--- config.mk ---
export PLATFORM = sky130hd
export DESIGN_NAME = tmr_chan_status
export DESIGN_NICKNAME = d
export VERILOG_FILES = /design/src/rtl/tmr_stat_pkg.sv /design/src/rtl/tmr_stat_evt.sv /design/src/rtl/tmr_stat_flag.sv /design/src/rtl/tmr_chan_status.sv
export SDC_FILE = /design/constraint.sdc
export NUM_CORES = 1
export LEC_CHECK = 0
export CAP_MARGIN = 5
export CORE_AREA = 10 10 47 49
export CTS_CLUSTER_SIZE = 25
export DETAILED_ROUTE_END_ITERATION = 10
export DIE_AREA = 0 0 57 59
export SYNTH_ARGS = -nofsm -noshare
export SYNTH_HDL_FRONTEND = slang
export SYNTH_SLANG_ARGS = --single-unit
--- constraint.sdc ---
create_clock -name clk -period 0.9 [get_ports clk]
set_clock_uncertainty 0.15 [all_clocks]
set_input_delay 0.09 -clock clk [delete_from_list [all_inputs] [get_ports clk]]
set_output_delay 0.09 -clock clk [all_outputs]
set_load 0.01 [all_outputs]
--- src/rtl/tmr_stat_pkg.sv ---
package tmr_stat_pkg;
  localparam int NFLAG   = 3;
  localparam int IDX_OVF = 0;
  localparam int IDX_UNF = 1;
  localparam int IDX_CCD = 2;

  // channel kind 0: D flag present, no underflow; kind 1: underflow, no D flag
  function automatic logic kind_has_unf(input int kind);
    return (kind == 1);
  endfunction

  function automatic logic kind_has_ccd(input int kind);
    return (kind == 0);
  endfunction
endpackage

--- src/rtl/tmr_stat_evt.sv ---
module tmr_stat_evt
  import tmr_stat_pkg::*;
(
  input  logic             phase_mode,
  input  logic             cnt_ovf_evt,
  input  logic             cnt_unf_evt,
  input  logic             ccd_is_capture,
  input  logic             cmp_match_evt,
  input  logic             cap_load_evt,
  input  logic             dma_sel_ccd,
  input  logic             dma_ack,
  output logic [NFLAG-1:0] set_vec,
  output logic [NFLAG-1:0] hw_clr_vec
);
  always_comb begin
    set_vec             = '0;
    set_vec[IDX_OVF]    = cnt_ovf_evt;
    set_vec[IDX_UNF]    = cnt_unf_evt & phase_mode;
    set_vec[IDX_CCD]    = ccd_is_capture ? cap_load_evt : cmp_match_evt;
    hw_clr_vec          = '0;
    hw_clr_vec[IDX_CCD] = dma_ack & dma_sel_ccd;
  end
endmodule

--- src/rtl/tmr_stat_flag.sv ---
module tmr_stat_flag #(
  parameter bit IMPL = 1'b1
) (
  input  logic clk,
  input  logic rst_n,
  input  logic set_evt,
  input  logic hw_clr,
  input  logic rd_stb,
  input  logic wr_stb,
  input  logic wr_bit,
  output logic flag_q,
  output logic seen_q
);
  generate
    if (IMPL) begin : g_impl
      logic flag_d, seen_d, upd_en;

      always_comb begin
        upd_en = set_evt | hw_clr | rd_stb | wr_stb;
        flag_d = flag_q;
        if (wr_stb && !wr_bit && seen_q) flag_d = 1'b0;
        if (hw_clr)                      flag_d = 1'b0;
        if (set_evt)                     flag_d = 1'b1;
        seen_d = seen_q;
        if (rd_stb && flag_q) seen_d = 1'b1;
        if (wr_stb)           seen_d = 1'b0;
        if (!flag_d)          seen_d = 1'b0;
      end

      always_ff @(posedge clk or negedge rst_n) begin
        if (!rst_n) begin
          flag_q <= 1'b0;
          seen_q <= 1'b0;
        end else if (upd_en) begin
          flag_q <= flag_d;
          seen_q <= seen_d;
        end
      end
    end else begin : g_rsvd
      assign flag_q = 1'b0;
      assign seen_q = 1'b0;
    end
  endgenerate
endmodule

--- src/rtl/tmr_chan_status.sv ---
module tmr_chan_status
  import tmr_stat_pkg::*;
#(
  parameter int CHAN_KIND = 0
) (
  input  logic             clk,
  input  logic             rst_n,
  input  logic             phase_mode,
  input  logic             cnt_ovf_evt,
  input  logic             cnt_unf_evt,
  input  logic             ccd_is_capture,
  input  logic             cmp_match_evt,
  input  logic             cap_load_evt,
  input  logic             dma_sel_ccd,
  input  logic             dma_ack,
  input  logic             rd_en,
  input  logic             wr_en,
  input  logic [NFLAG-1:0] wr_data,
  input  logic [NFLAG-1:0] irq_en,
  output logic [NFLAG-1:0] rd_data,
  output logic [NFLAG-1:0] irq,
  output logic             dma_req
);
  localparam bit HAS_UNF = kind_has_unf(CHAN_KIND);
  localparam bit HAS_CCD = kind_has_ccd(CHAN_KIND);
  localparam logic [NFLAG-1:0] IMPL_MASK =
    {HAS_CCD, HAS_UNF, 1'b1};

  logic [NFLAG-1:0] set_vec, hw_clr_vec, flags, seen;

  tmr_stat_evt u_evt (
    .phase_mode     (phase_mode),
    .cnt_ovf_evt    (cnt_ovf_evt),
    .cnt_unf_evt    (cnt_unf_evt),
    .ccd_is_capture (ccd_is_capture),
    .cmp_match_evt  (cmp_match_evt),
    .cap_load_evt   (cap_load_evt),
    .dma_sel_ccd    (dma_sel_ccd),
    .dma_ack        (dma_ack),
    .set_vec        (set_vec),
    .hw_clr_vec     (hw_clr_vec)
  );

  for (genvar i = 0; i < NFLAG; i++) begin : g_flag
    tmr_stat_flag #(.IMPL(IMPL_MASK[i])) u_flag (
      .clk     (clk),
      .rst_n   (rst_n),
      .set_evt (set_vec[i]),
      .hw_clr  (hw_clr_vec[i]),
      .rd_stb  (rd_en),
      .wr_stb  (wr_en),
      .wr_bit  (wr_data[i]),
      .flag_q  (flags[i]),
      .seen_q  (seen[i])
    );
  end

  logic unused_seen;
  assign unused_seen = ^seen;

  assign rd_data = flags;
  assign irq     = flags & irq_en;
  assign dma_req = irq[IDX_CCD] & dma_sel_ccd;
endmodule

==> impl_metrics.yaml, run 1 <==
status:
  status: "complete, but fails checks"
  violations: "negative hold slack, negative setup slack"
finish:
  utilization_pct: 33.5
  fin_nets: 69
  syn2layout_area_growth_pct: 103
  drive_above_1_share_pct: 30.6
  design_area_um2: 469
  antenna_cells: 0
  final_cells: 65
sta:
  setup_viol: 9
  fin_setup_tns_ns: -1.29
  hold_viol: 4
  max_clock_freq_mhz: 900
  slew_violations: 0
  fin_hold_ws_ns: -0.0915
  rsz0062_at_grt: "yes"
  period_share_pct: 123
  worst_slack_ns: -0.211
  post-route-min-period_ns: 1.11
floorplanning:
  die_h_um: 59
  die_w_um: 57
  ios: 25
  coreArea_mm2: 0.00140
  die-area_mm2: 0.00336
  rows: 14
  start_util_pct: 16.5
routing:
  wl_per_cell_um: 10.7
  drtAntennaViolNets: 0
  drcViolationCount: 0
  totalWireLength_um: 698
  vias: 251
  drtIter0Drc: 2
  first_pass_iters: 3
  via_per_inst: 3.86
global_routing:
  grt_pass1_vias: 259
  grt.total_usage_pct: 4.35
  overflow: 0
  antenna_found_initial: 0
  grt_pass1_wl_um: 1120
  grt_max_degree: 5
pwr:
  seq_power_share_pct: 34.5
  irDropWorstVdd_uv: 346
  power_w: 0.000583
  p_clk_share_pct: 36.9
  sw_frac_of_total_pct: 23.4
  p_switching_w: 0.000136
  p_leak_nw: 0.220
  power.internal_w: 0.000447
  comb_power_share_pct: 28.5
  power_density_mw_per_mm2: 1240
clock_tree:
  root_buffer: "clkbuf_4"
  h-tree-depth: 1
  cts_tree: "yes"
  cts.clk_slew.worst_paths_ns: 0.04
  cts_sinks: 4
  clock_latency_ns: 0.23
  cts_inserted_buffers: 3
  clk_path_buf_depth: 2
worst_setup_path:
  required_ns: 0.66
  r2r_setup_slack_ns: -0.13
  rr_worst_depth: 3
  slowest_delay_ns: 0.37
  crit_chain: "and2_1 > buf_2"
  start_kind: "flop"
  crit_path_max_fanout: 2
  crit_path_end_kind: "output port"
  regToRegEndpoint: "g_flag[2].u_flag.seen_q"
  critPathKind: "reg -> out"
  cp_top_family: "flip-flops"
  cp.arrival_ns: 0.87
  reg2reg_from: "g_flag[2].u_flag.flag_q"
  cp_slowest_cell: "dfrtp_1"
  cp_num_buf_inv: 1
logic_synthesis:
  synth_warnings: 0
  synth.distinct_cells: 13
  avgSynthCellArea_um2: 8.57
  ys_seq_area_share_pct: 43.2
  syn_area_um2: 231
  syn_inst: 27
  ys_ff_latch: 4
placement:
  dp_hpwl_um: 606
  place_inst: 61
  gp_congestion: 0.660
  portBuffers: 18
  placed_cell_area_um2: 428
job:
  cap_viol_max_count: 0
min_path:
  min_path_type: "in -> async"
[power groups by stage]
stage	logic (W)	clock network (W)	registers, W
after global routing	0.000185	0.000241	0.000204
after global placement	0.000161	0	0.000204
final	0.000166	0.000215	0.000201
after CTS	0.000157	0.000232	0.000201
after floorplan	0.0000623	0	0.000205
after detailed placement	0.000163	0	0.000204
[cell families after synthesis]
kind of cell    after synthesis  share of synthesized area (%)
simple gates                 10                           20.5
flops                         4                           43.2
other cells                   1                           1.62
mux                           1                           4.32
buf+inv                       5                           14.6
compound gates                6                           15.7
[metrics by stage]
stage,setup WS [ns],hold slack [ns]
CTS,-0.230,-0.0957
floorplan,-0.0367,-0.356
detailed placement,-0.594,0.156
finish,-0.211,-0.0915
global route,-0.269,-0.0882
global placement,-0.579,0.156
[synthesized netlist by cell type]
cell type / instances / area (µm²)
a21oi_1: 2 / 10.0
conb_1: 1 / 3.75
and3_1: 1 / 6.26
nand2_1: 6 / 22.5
inv_1: 1 / 3.75
and2_1: 2 / 12.5
mux2i_1: 1 / 10.0
o211ai_1: 1 / 7.51
a311oi_1: 1 / 8.76
buf_4: 4 / 30.0
dfrtp_1: 4 / 100
nand2b_1: 1 / 6.26
o21ai_0: 2 / 10.0
[state kept, by name (all words and copies together) (netlist names)]
name and cells:
g_flag.u_flag.flag_q 2, g_flag.u_flag.seen_q 2
[placed cells by master (no fill, tap or decap), types with 2 or more instances in the layout]
| cell | instances |
|---|---|
| and2_1 | 2 |
| buf_6 | 4 |
| nand2_1 | 5 |
| buf_4 | 2 |
| dfrtp_1 | 4 |
| conb_1 | 2 |
| clkbuf_4 | 3 |
| buf_2 | 3 |
| clkdlybuf4s50_1 | 11 |
[worst max path at each step]
stage	start	endpoint	slack, ns	cells past startpoint
final	g_flag[0].u_flag.flag_q	irq[0]	-0.21	2
after detailed placement	dma_sel_ccd	dma_req	-0.59	3
after floorplan	g_flag[2].u_flag.seen_q	g_flag[2].u_flag.seen_q	-0.04	3
after global placement	dma_sel_ccd	dma_req	-0.58	3
after CTS	g_flag[2].u_flag.flag_q	dma_req	-0.23	2
after global routing	g_flag[2].u_flag.flag_q	dma_req	-0.27	2
[timing repair]
action	4_1_cts	5_1_grt
endpoints found under the hold margin	4	4
endpoints found under the setup margin	9	9
resized for setup	24	10
pin swaps	1	1
setup buffers	1	1
[layout make-up]
class,count,area (µm²)
timing repair buffer,22,206
sequential,4,100
inverter,1,3.75
clock buffer,3,22.5
tap,16,20.0
fill,158,932
multi-input combinational,19,116
[routing by layer]
metal	global-route usage [%]	share of wire, %	vias to the layer above
li1	-	-	128
met1	4.47	43	108
met2	5.74	43	15
met3	3.00	14	0
met4	4.03	0	0
met5	0	0	-
(Power assumes the default switching activity.)
==> run 2: changes to the inputs <==
Settings changed: SYNTH_HIERARCHICAL set to 1.
Clock period 0.9 ns to 1.2 ns, I/O delays scaled along.
==> impl_metrics.yaml, run 2 <==
routing:
  first_pass_iters: 3
  wl_per_cell_um: 12.4
  wl_met2_um: 428
  maxUsedRoutingLayer: "met3"
  drcViolationCount: 0
  totalWireLength_um: 846
  via_per_inst: 3.91
  drtAntennaViolNets: 0
  vias: 266
  wl_met3_um: 103
  drtIter0Drc: 1
  wl_met1_um: 314
finish:
  top_regs: "g_flag.u_flag/flag_q: 2 flops, g_flag.u_flag/seen_q: 2 flops"
  layout_commonest_cell: "clkdlybuf4s50_1"
  syn2layout_area_growth_pct: 77.7
  fin_nets: 72
  layout_common_cells: "clkdlybuf4s50_1 (14), and2_1 (4), dfrtp_1 (4), buf_2 (4), clkbuf_4 (3)"
  drive_above_1_share_pct: 32.7
  antenna_cells: 0
  design_area_um2: 518
placement:
  gp_congestion: 0.601
  placed_cell_area_um2: 502
  dp_slack_ns: -0.346
  dp_hpwl_um: 766
  portBuffers: 19
min_path:
  min_path_type: "in -> reg"
logic_synthesis:
  avgSynthCellArea_um2: 10.1
  syn_inst: 29
  syn_area_um2: 292
  synth_fp_nets: 47
  synth_warnings: 6
global_routing:
  grt.total_usage_pct: 5.34
  grt_pass1_wl_um: 1370
  grt_pass1_vias: 287
  overflow: 0
  antenna_found_initial: 0
  grt_max_degree: 5
sta:
  setup_viol: 0
  worst_slack_ns: 0.0373
  rsz0062_at_grt: "yes"
  slew_violations: 0
  hold_viol: 0
  period_share_pct: 96.9
  max_clock_freq_mhz: 860
  post-route-min-period_ns: 1.16
worst_setup_path:
  startpoint: "g_flag[2].u_flag/flag_q"
  cp_slowest_cell: "dfrtp_1"
  cp.depth: 2
  rr_worst_depth: 4
  cp-endpoint: "dma_req"
  reg2reg_from: "g_flag[2].u_flag/flag_q"
  start_kind: "flop"
  cp_num_buf_inv: 1
  regToRegEndpoint: "g_flag[2].u_flag/seen_q"
  crit_chain: "and3_1 > buf_2"
  crit_path_max_fanout: 4
  crit_path_end_kind: "output port"
  required_ns: 0.93
  critPathKind: "reg -> out"
  slowest_delay_ns: 0.39
  r2r_setup_slack_ns: 0.08
  cp.arrival_ns: 0.89
  cp_top_family: "flip-flops"
pwr:
  power_density_mw_per_mm2: 887
  irDropWorstVdd_uv: 372
  p_leak_nw: 0.224
floorplanning:
  coreArea_mm2: 0.00140
  ios: 25
  die-area_mm2: 0.00336
  rows: 14
  die_w_um: 57
  start_util_pct: 20.8
  die_h_um: 59
clock_tree:
  cts_tree: "yes"
  root_buffer: "clkbuf_4"
  cts_sinks: 4
  clk_path_buf_depth: 2
  h-tree-depth: 1
  clock_latency_ns: 0.23
  cts.clk_slew.worst_paths_ns: 0.04
  cts_inserted_buffers: 3
job:
  cap_viol_max_count: 0
status:
  status: "finished, final reports clean"
-- run 2: cell count changes in the layout (fill, tap and decap cells not counted), moves of 2 or more --
cell and delta:
buf_6 -3, a31o_1 +2, and2_1 +2, nor3_2 +2, nand3b_1 +2, clkinv_1 +2
nand2_1 -5, clkdlybuf4s50_1 +3, nand2b_4 +2
-- run 2: final cells by class --
cell class              instances  area (µm²)
fillers                       157         883
flip-flops and latches          4         100
multi-input cells              20         161
well taps                      16        20.0
clock buffers                   3        22.5
inverters                       2        7.51
repair buffers                 23         206
-- run 2: worst min path at each step --
stage | slack [ns] | to | from | depth (start not counted)
after floorplan | -0.33 | g_flag[0].u_flag/flag_q | rst_n | 0
after global placement | 0.18 | g_flag[2].u_flag/flag_q | rst_n | 1
after detailed placement | 0.19 | g_flag[0].u_flag/flag_q | rst_n | 1
after CTS | 0.39 | g_flag[0].u_flag/flag_q | cnt_ovf_evt | 2
after global routing | 0.38 | g_flag[0].u_flag/flag_q | cnt_ovf_evt | 2
final | 0.39 | g_flag[0].u_flag/flag_q | cnt_ovf_evt | 2
-- run 2: timing repair --
action | 4_1_cts | 5_1_grt
hold buffers | 1 | 0
resized for setup | 19 | 1
pin swaps | 1 | 5
endpoints found under the hold margin | 4 | 0
setup endpoints to repair | 5 | 5
setup buffers | 1 | 0
-- run 2: layer usage --
metal | vias to the layer above | global-route usage (%)
met5 | - | 0
met4 | 0 | 4.03
met3 | 0 | 3.22
met2 | 12 | 9.15
met1 | 113 | 4.45
li1 | 141 | -
-- run 2: per-stage QoR --
step	TNS, ns	util (%)	total power (W)	hold slack, ns	std cells
5_1_grt	-0.0243	37.0	0.000501	0.380	68
2_1_floorplan	0	-	0.000219	-0.326	29
3_5_place_dp	-1.39	35.8	0.000311	0.188	64
6_report	0	37.0	0.000460	0.387	68
3_3_place_gp	-1.34	35.8	0.000309	0.181	64
4_1_cts	-0.000191	37.7	0.000480	0.386	69
-- run 2: worst register-to-register path, cell delays in order (launching register included) --
cell and delay [ns]:
dfrtp_1 0.39, buf_4 0.15, nand2b_4 0.13, a21oi_2 0.14, nor3_2 0.05
-- run 2: power by group --
group | internal (W) | switching [W]
combinational | 0.0000931 | 0.0000530
sequential | 0.000147 | 0.00000713
clock | 0.000111 | 0.0000482
total | 0.000351 | 0.000108
